**src/rtl/uart_txb_pkg.sv**
```systemverilog
package uart_txb_pkg;

    typedef enum logic [2:0] {
        SER_IDLE,
        SER_START,
        SER_DATA,
        SER_PAR,
        SER_STOP
    } ser_state_e;

    typedef struct packed {
        logic par_en;
        logic par_odd;
        logic two_stop;
    } frame_cfg_t;

endpackage

```
**src/rtl/txb_fifo.sv**
```systemverilog
module txb_fifo #(
    parameter int W     = 8,
    parameter int DEPTH = 4
) (
    input  logic                         clk,
    input  logic                         rst_n,
    input  logic                         flush,
    input  logic                         wr_en,
    input  logic [W-1:0]                 wr_data,
    input  logic                         rd_en,
    output logic [W-1:0]                 rd_data,
    output logic                         empty,
    output logic                         full,
    output logic [$clog2(DEPTH+1)-1:0]   count
);
    localparam int PTR_W = (DEPTH > 1) ? $clog2(DEPTH) : 1;
    localparam int CNT_W = $clog2(DEPTH + 1);

    typedef struct packed {
        logic [DEPTH-1:0][W-1:0] mem;
        logic [PTR_W-1:0]        wp;
        logic [PTR_W-1:0]        rp;
        logic [CNT_W-1:0]        cnt;
    } fifo_st_t;

    fifo_st_t st_d, st_q;
    logic     push, pop;

    function automatic logic [PTR_W-1:0] ptr_inc(input logic [PTR_W-1:0] p);
        return (p == PTR_W'(DEPTH - 1)) ? '0 : p + 1'b1;
    endfunction

    assign full    = (st_q.cnt == CNT_W'(DEPTH));
    assign empty   = (st_q.cnt == '0);
    assign count   = st_q.cnt;
    assign rd_data = st_q.mem[st_q.rp];

    always_comb begin
        st_d = st_q;
        push = wr_en && !full;
        pop  = rd_en && !empty;
        if (flush) begin
            st_d.wp  = '0;
            st_d.rp  = '0;
            st_d.cnt = '0;
        end else begin
            if (push) begin
                st_d.mem[st_q.wp] = wr_data;
                st_d.wp           = ptr_inc(st_q.wp);
            end
            if (pop) begin
                st_d.rp = ptr_inc(st_q.rp);
            end
            if (push && !pop) begin
                st_d.cnt = st_q.cnt + 1'b1;
            end else if (pop && !push) begin
                st_d.cnt = st_q.cnt - 1'b1;
            end
        end
    end

    always_ff @(posedge clk or negedge rst_n) begin
        if (!rst_n) begin
            st_q <= '0;
        end else begin
            st_q <= st_d;
        end
    end

    // a flush leaves the buffer empty on the following cycle
    a_r9_flush_empties : assert property (@(posedge clk) disable iff (!rst_n)
        flush |=> (count == '0));

    // a write into a full buffer with no read leaves it unchanged
    a_r7_no_overflow : assert property (@(posedge clk) disable iff (!rst_n)
        (full && wr_en && !rd_en && !flush) |=> ($stable(count) && $stable(st_q.wp)));

endmodule

```
**src/rtl/txb_shift.sv**
```systemverilog
module txb_shift
    import uart_txb_pkg::*;
#(
    parameter int W  = 8,
    parameter int OS = 16
) (
    input  logic         clk,
    input  logic         rst_n,
    input  logic         enable,
    input  logic         tick,
    input  frame_cfg_t   cfg,
    input  logic         have_data,
    input  logic [W-1:0] din,
    output logic         pop,
    output logic         line,
    output logic         idle
);
    localparam int OS_W  = (OS > 1) ? $clog2(OS) : 1;
    localparam int BIT_W = (W > 1) ? $clog2(W) : 1;

    typedef struct packed {
        ser_state_e       st;
        logic [W-1:0]     sh;
        logic [OS_W-1:0]  os_cnt;
        logic [BIT_W-1:0] bit_cnt;
        logic             par;
        logic             stop2;
        frame_cfg_t       cfg;
        logic             line;
    } shift_st_t;

    localparam shift_st_t SHIFT_RST = '{
        st: SER_IDLE, sh: '0, os_cnt: '0, bit_cnt: '0,
        par: 1'b0, stop2: 1'b0, cfg: '0, line: 1'b1
    };

    shift_st_t    st_d, st_q;
    logic         last_tick;
    logic [W-1:0] nsh;
    logic         npar;

    assign line = st_q.line;
    assign idle = (st_q.st == SER_IDLE);

    always_comb begin
        st_d      = st_q;
        pop       = 1'b0;
        last_tick = tick && (st_q.os_cnt == OS_W'(OS - 1));
        nsh       = st_q.sh >> 1;
        npar      = st_q.par ^ st_q.sh[0];
        if (!enable) begin
            st_d = SHIFT_RST;
        end else if (st_q.st == SER_IDLE) begin
            st_d.line = 1'b1;
            if (tick && have_data) begin
                pop          = 1'b1;
                st_d.st      = SER_START;
                st_d.sh      = din;
                st_d.cfg     = cfg;
                st_d.par     = cfg.par_odd;
                st_d.os_cnt  = '0;
                st_d.bit_cnt = '0;
                st_d.line    = 1'b0;
            end
        end else begin
            if (tick) begin
                st_d.os_cnt = last_tick ? '0 : st_q.os_cnt + 1'b1;
            end
            if (last_tick) begin
                unique case (st_q.st)
                    SER_START: begin
                        st_d.st      = SER_DATA;
                        st_d.line    = st_q.sh[0];
                        st_d.bit_cnt = '0;
                    end
                    SER_DATA: begin
                        st_d.sh  = nsh;
                        st_d.par = npar;
                        if (st_q.bit_cnt == BIT_W'(W - 1)) begin
                            if (st_q.cfg.par_en) begin
                                st_d.st   = SER_PAR;
                                st_d.line = npar;
                            end else begin
                                st_d.st    = SER_STOP;
                                st_d.line  = 1'b1;
                                st_d.stop2 = st_q.cfg.two_stop;
                            end
                        end else begin
                            st_d.bit_cnt = st_q.bit_cnt + 1'b1;
                            st_d.line    = nsh[0];
                        end
                    end
                    SER_PAR: begin
                        st_d.st    = SER_STOP;
                        st_d.line  = 1'b1;
                        st_d.stop2 = st_q.cfg.two_stop;
                    end
                    SER_STOP: begin
                        st_d.line = 1'b1;
                        if (st_q.stop2) begin
                            st_d.stop2 = 1'b0;
                        end else begin
                            st_d.st = SER_IDLE;
                        end
                    end
                    default: st_d = SHIFT_RST;
                endcase
            end
        end
    end

    always_ff @(posedge clk or negedge rst_n) begin
        if (!rst_n) begin
            st_q <= SHIFT_RST;
        end else begin
            st_q <= st_d;
        end
    end

    // dropping the enable returns the engine to idle on the next cycle
    a_r9_reinit_idle : assert property (@(posedge clk) disable iff (!rst_n)
        !enable |=> idle);

    // a frame starts only after a tick edge
    a_r6_start_on_tick : assert property (@(posedge clk) disable iff (!rst_n)
        $fell(idle) |-> $past(tick));

    // the first bit of every frame is a low start bit
    a_r3_start_low : assert property (@(posedge clk) disable iff (!rst_n)
        $fell(idle) |-> !line);

endmodule

```
**src/rtl/txb_pin.sv**
```systemverilog
module txb_pin (
    input  logic tx_en,
    input  logic pin_dir,
    input  logic pin_dat,
    input  logic ser_line,
    output logic pin_o,
    output logic pin_oe
);
    always_comb begin
        if (tx_en) begin
            pin_o  = ser_line;
            pin_oe = 1'b1;
        end else begin
            pin_o  = pin_dat;
            pin_oe = pin_dir;
        end
    end
endmodule

```
**src/rtl/uart_tx_brk.sv**
```systemverilog
module uart_tx_brk
    import uart_txb_pkg::*;
#(
    parameter int DATA_W     = 8,
    parameter int FIFO_DEPTH = 4,
    parameter int OS_RATE    = 16
) (
    input  logic                              clk,
    input  logic                              rst_n,
    input  logic                              baud_tick,
    input  logic                              tx_en,
    input  logic                              pin_dir,
    input  logic                              pin_dat,
    input  logic                              par_en,
    input  logic                              par_odd,
    input  logic                              two_stop,
    input  logic                              wr_valid,
    input  logic [DATA_W-1:0]                 wr_data,
    output logic                              fifo_full,
    output logic [$clog2(FIFO_DEPTH+1)-1:0]   fifo_count,
    output logic                              tx_pin_o,
    output logic                              tx_pin_oe,
    output logic                              tx_end
);
    logic              fifo_empty;
    logic [DATA_W-1:0] fifo_rd;
    logic              ser_pop;
    logic              ser_line;
    logic              ser_idle;
    frame_cfg_t        cfg;

    assign cfg    = '{par_en: par_en, par_odd: par_odd, two_stop: two_stop};
    assign tx_end = fifo_empty && ser_idle;

    txb_fifo #(.W(DATA_W), .DEPTH(FIFO_DEPTH)) i_fifo (
        .clk     (clk),
        .rst_n   (rst_n),
        .flush   (!tx_en),
        .wr_en   (wr_valid && tx_en),
        .wr_data (wr_data),
        .rd_en   (ser_pop),
        .rd_data (fifo_rd),
        .empty   (fifo_empty),
        .full    (fifo_full),
        .count   (fifo_count)
    );

    txb_shift #(.W(DATA_W), .OS(OS_RATE)) i_shift (
        .clk       (clk),
        .rst_n     (rst_n),
        .enable    (tx_en),
        .tick      (baud_tick),
        .cfg       (cfg),
        .have_data (!fifo_empty),
        .din       (fifo_rd),
        .pop       (ser_pop),
        .line      (ser_line),
        .idle      (ser_idle)
    );

    txb_pin i_pin (
        .tx_en    (tx_en),
        .pin_dir  (pin_dir),
        .pin_dat  (pin_dat),
        .ser_line (ser_line),
        .pin_o    (tx_pin_o),
        .pin_oe   (tx_pin_oe)
    );

    // one cycle after the enable falls, the transmitter reports done
    a_r9_end_after_disable : assert property (@(posedge clk) disable iff (!rst_n)
        $fell(tx_en) |=> tx_end);

    // a byte taken by the engine keeps tx_end low on the next cycle
    a_r8_busy_not_end : assert property (@(posedge clk) disable iff (!rst_n)
        (ser_pop && tx_en) |=> !tx_end);

endmodule

```
**config.mk**
```make
export PLATFORM = sky130hd
export DESIGN_NAME = uart_tx_brk
export DESIGN_NICKNAME = d
export VERILOG_FILES = /design/src/rtl/uart_txb_pkg.sv /design/src/rtl/txb_fifo.sv /design/src/rtl/txb_shift.sv /design/src/rtl/txb_pin.sv /design/src/rtl/uart_tx_brk.sv
export SDC_FILE = /design/constraint.sdc
export NUM_CORES = 1
export LEC_CHECK = 0
export CORE_ASPECT_RATIO = 0.7
export CORE_MARGIN = 2
export CORE_UTILIZATION = 23
export DETAILED_ROUTE_END_ITERATION = 8
export DONT_BUFFER_PORTS = 1
export GPL_ROUTABILITY_DRIVEN = 0
export PLACE_DENSITY = 0.47
export SETUP_SLACK_MARGIN = 0.3
export SYNTH_ARGS = -nofsm -noshare
export SYNTH_HDL_FRONTEND = slang
export SYNTH_SLANG_ARGS = --single-unit
```
**constraint.sdc**
```tcl
create_clock -name clk -period 5.8 [get_ports clk]
set_clock_uncertainty 0.05 [all_clocks]
set_input_delay 1.16 -clock clk [delete_from_list [all_inputs] [get_ports clk]]
set_output_delay 1.16 -clock clk [all_outputs]
set_load 0.05 [all_outputs]
```
**Word level (Yosys, flattened, before mapping)**

Index checks and enable logic that the tools add are counted.

- Register bits after elaboration: 62
- Input port bits: 18

- $add $sub $neg: 6
- $lt $le $gt $ge: 3
- Equality and inequality tests: 25
- Mux-type cells: 42
- Bitwise logic cells: 1
- Reductions and logical operators: 24

Operators by type and width:

| kind | count |
|---|---|
| 2-to-1 mux 24 bit | 2 |
| 2-to-1 mux 19 bit | 2 |
| bitwise mux 32 bit | 1 |
| 2-to-1 mux 3 bit | 7 |
| 2-to-1 mux 4 bit | 5 |
| binary-select mux 8 bit (select 2 bit) | 1 |
| demux 8 bit (select 2 bit) | 1 |
| 2-to-1 mux 8 bit | 2 |
| case mux 8 bit (2 select lines) | 1 |
| != test 3 x 2 -> 1 bit, second input constant | 5 |
| case mux 3 bit (4 select lines) | 1 |
| 2-to-1 mux 1 bit | 10 |
| == test 3 bit, second input constant | 3 |
| logical AND 1 bit | 9 |
| 2-to-1 mux 2 bit | 4 |
| != test 4 bit, second input constant | 2 |
| AND reduction 4 bit | 2 |
| 2-to-1 mux 7 bit | 1 |
| adder 3 x 1 -> 3 bit, second input constant | 2 |
| == test 3 x 2 -> 1 bit, second input constant | 2 |
| logical NOT 3 bit | 2 |
| less-than comparator 2 x 3 -> 1 bit, second input constant | 2 |
| != test 2 x 1 -> 1 bit, second input constant | 3 |
| != test 3 x 1 -> 1 bit, second input constant | 2 |
| 21 further kinds | 29 |

**Depth between registers and ports, before layout**

- Depth after elaboration: 11
- Mapped depth: 10

**Hierarchy**

From an unflattened synthesis, not the netlist that was laid out.

- Cell total of the unflattened synthesis: 288
- Area total of the unflattened synthesis: 3539.6 um^2

Modules (own cells, without submodules):

| module | times used | cells each | area each (um^2) | sequential area each (um^2) |
|---|---|---|---|---|
| txb_fifo | 1 | 142 | 1993.2 | 975.9 |
| txb_shift | 1 | 140 | 1505.2 | 576.8 |
| txb_pin | 1 | 2 | 21.3 | 0.0 |
| uart_tx_brk | 1 | 4 | 20.0 | 0.0 |

**Worst setup path after synthesis**

OpenSTA, ideal clock, no wires.

- Path type: in2out
- Start: input port tx_en
- End: output port tx_pin_o
- Arrival time: 1887 ps
- Required time: 4590 ps
- Path slack: 2703 ps
- Stages on the path: 2
- Cell sequence: clkbuf_1 mux2_2

- Cells in the longest elaborated chain, start to end: 1

RTL lines:

| item | line | text |
|---|---|---|
| start: declaration | uart_tx_brk.sv:11 | `input logic tx_en,` |
| 2-to-1 mux 1 bit | txb_pin.sv:10 | `if (tx_en) begin` |
| end: declaration | uart_tx_brk.sv:21 | `output logic tx_pin_o,` |

No other way between the ends.

**Final worst setup path**

- Start: register i_fifo.st_q, in the netlist i_fifo.count[2]
- End: register i_fifo.st_q, in the netlist i_fifo.count[2]

RTL lines:

| item | line | text |
|---|---|---|
| start: declaration | txb_fifo.sv:26 | `fifo_st_t st_d, st_q;` |
| start signal: assignment | txb_fifo.sv:66 | `st_q <= st_d;` |
| == test 3 bit * | txb_fifo.sv:33 | `assign full = (st_q.cnt == CNT_W'(DEPTH));` |
| net fifo_full | uart_tx_brk.sv:19 | `output logic fifo_full,` |
| logical NOT 1 bit * | txb_fifo.sv:40 | `push = wr_en && !full;` |
| logical AND 1 bit * | txb_fifo.sv:40 |  |
| logical NOT 1 bit / logical AND 1 bit (equally long branches) | txb_fifo.sv:56, txb_fifo.sv:54 |  |
| logical AND 1 bit / 2-to-1 mux 3 bit (equally long branches) | txb_fifo.sv:56, txb_fifo.sv:54 |  |
| != test 3 x 1 -> 1 bit (no source line) / 2-to-1 mux 7 bit (equally long branches) | -- |  |

The timed path passes the listed nets; every way through them passes the cells marked *. The select of a mux whose other input is x is not followed.
A chain may end at the register's enable or synchronous reset.

==> flow_summary.ini <==
[worst_setup_path]
cp.required_ns = 5.95
startpoint_type = flop
crit_type = reg2reg
crit_path_end_kind = flop
cp_max_fo = 6
worstPathArrival_ns = 3.28

[logic_synthesis]
avgSynthCellArea_um2 = 12.6
synth.most_common_cell = dfrtp_1
yosysTopAreaCellShare_pct = 44.5
synth_nets = 299
netlist_top_cells_area = dfrtp_1 45%, mux2_4 14%, mux4_2 5.3%
synth-seq-cells = 62
ys_async_sr_fraction_pct = 100
synth_seq_area_share_pct = 45.3
synthTopCellsByCount = 61 x dfrtp_1, 33 x mux2_4, 21 x nand2_1
synth-edff-count = 0
yosysTopAreaCell = dfrtp_1
netlist_instances = 272
synth_top_flop_cell = dfrtp_1
syn-cell-area_um2 = 3430
synth_cell_types = 56
synth-warning-count = 0

[hold_path]
hold_path_class = reg2reg

[pwr]
ir_worst_vdd_uv = 161
p_leak_nw = 1.74
power_mw = 2.00
cellPowerDensity_nw_per_um2 = 510

[detailed_routing]
dr.pass1.iters = 4
drc = 0
via_per_inst = 4.42
drt_iter0_drc = 105
wl_per_cell_um = 15.5
vias = 2069
finalWirelength_um = 7250
antenna_left = 0

[timing]
finalSetupViolations = 0
fin_crit_ns = 3.13
slew_viol_final = 0
rsz0062_at_grt = false
relSlewSlack_pct = 25.7
period_share_pct = 54.0
tightest_slew_ns = 1.11
fin_tns_setup_ns = 0
fmax_mhz = 319
timing.final.hold_violations = 0

[floorplan]
dieWidth_um = 150
die_h_um = 106
die_area_um2 = 15900
rows = 37
core-area_um2 = 14600
floorplan.initialDensity_pct = 23.4
ioPinCount = 25

[clock_network]
clk_pin_slew_ns = 0.05
cts-root-buf = clkbuf_16
cts-hold-fix-buffers = 0
h-tree-depth = 3
cts_resized = 0
clockBufferDepth = 2
cts_tree = built
worstSkewPairLatency_ns = 0.32
cts_buffers = 9
cts_setup_buffers = 0
cts.sinks = 62

[layout]
n_antenna_cell = 0
area_delta_synth_final_pct = 14.3
drive_above_1_share_pct = 29.7
nNetsFinal = 295

[placement]
dp.final_hpwl_um = 4830
io_buffer_count = 0

[grt]
grt_max_degree = 63
grt.total_usage_pct = 10.1
overflow = 0
antenna_found_initial = 0
grt_first_pass_wirelength_um = 12200
grt_pass1_vias = 2176

[outcome]
status = complete, no violations

[run]
maxCapViolCount = 0
==> where the power goes <==
part | internal, mW | leakage, nW | total (mW) | switching (mW)
Clock | 0.430 | 0.172 | 0.624 | 0.194
Combinational | 0.343 | 0.762 | 0.607 | 0.264
Sequential | 0.592 | 0.804 | 0.767 | 0.175
Total | 1.37 | 1.74 | 2.00 | 0.632
==> per-stage QoR <==
step | instance area (um2) | worst slack, ns | std cells | utilization [%] | hold WS (ns)
floorplan | 3430 | 2.70 | 272 | - | 0.406
global placement | 3570 | 2.53 | 452 | 24.4 | 0.419
CTS | 3920 | 2.63 | 468 | 26.8 | 0.438
finish | 3920 | 2.67 | 468 | 26.8 | 0.437
detailed placement | 3570 | 2.41 | 452 | 24.4 | 0.426
global route | 3920 | 2.49 | 468 | 26.8 | 0.454
==> cell usage in the layout (no fill, tap or decap), types with 2 or more instances in the layout <==
| master | n |
|---|---|
| a21oi_1 | 8 |
| a22o_1 | 3 |
| a22oi_1 | 7 |
| a31oi_1 | 2 |
| and2_4 | 2 |
| and3_1 | 3 |
| and4_1 | 2 |
| bufinv_16 | 3 |
| clkbuf_16 | 9 |
| clkinv_2 | 2 |
| dfrtp_1 | 61 |
| ha_1 | 8 |
| inv_1 | 10 |
| mux2_4 | 33 |
| mux2i_1 | 7 |
| mux4_2 | 8 |
| nand2_1 | 21 |
| nand2_8 | 4 |
| nand2b_1 | 4 |
| nand3_1 | 9 |
| nor2_1 | 14 |
| nor4_2 | 2 |
| o21ai_1 | 11 |
| o21ai_2 | 2 |
| o31ai_1 | 2 |
| or3_1 | 3 |
| xnor2_1 | 3 |
| xor2_1 | 2 |
==> area by class of cell <==
| type | instances | area [um2] |
|---|---|---|
| Timing Repair Buffer | 1 | 7.51 |
| Clock inverter | 6 | 109 |
| Sequential cell | 62 | 1550 |
| Inverter | 12 | 45.0 |
| Clock buffer | 10 | 239 |
| Multi-Input combinational cell | 182 | 1720 |
| Tap cell | 195 | 244 |
| Fill cell | 1524 | 10700 |
==> registers in the layout, summed over array words and instances, names as in the netlist <==
signal and cells:
i_shift.line 1, i_shift.nsh 7, i_fifo.count 3, i_shift.st_q 15
i_fifo.st_q 36
==> cell families (layout without fill, tap and decap cells) <==
| kind of cell | after synthesis | after routing | synth area share (%) |
|---|---|---|---|
| XOR/XNOR | 6 | 6 | 1.75 |
| adder cells (fa/ha/maj) | 9 | 9 | 3.50 |
| flip-flops | 62 | 62 | 45.3 |
| AO/OA/AOI/OAI | 43 | 43 | 8.79 |
| multiplexers | 49 | 49 | 22.1 |
| AND/OR/NAND/NOR | 75 | 75 | 14.2 |
| buffers and inverters | 28 | 29 | 4.45 |
==> path summary, 6_finish.rpt <==
check                                       end  slack (ns)  cells past startpoint       startpoint
worst max-delay path            i_fifo.count[2]        2.67                      8  i_fifo.count[2]
worst min-delay path             i_shift.nsh[5]        0.44                      2   i_shift.nsh[5]
worst max register to register  i_fifo.count[2]        2.67                      8  i_fifo.count[2]
worst min register to register   i_shift.nsh[5]        0.44                      2   i_shift.nsh[5]
max in group asynchronous          i_shift.line        5.06                      0            rst_n
min in group asynchronous       i_shift.st_q[4]        0.48                      0            rst_n
==> per-layer routing <==
layer | up-vias | part of all wire (%) | track usage (%)
met5 | - | 0 | 0
met4 | 0 | 1.1 | 2.83
met3 | 7 | 5.2 | 4.08
met2 | 31 | 42 | 14.0
met1 | 1060 | 52 | 14.4
li1 | 971 | - | -
==> worst max-delay path, cell delays in order (launching register included) <==
cell and delay (ns):
dfrtp_1 0.70, nor3b_2 0.84, nor2b_2 0.24, and3_1 0.27
fa_1 0.38, and3_1 0.16, mux2i_1 0.16, xor2_1 0.17
nor2_1 0.05
No activity file was read; power rests on OpenSTA's default activity.
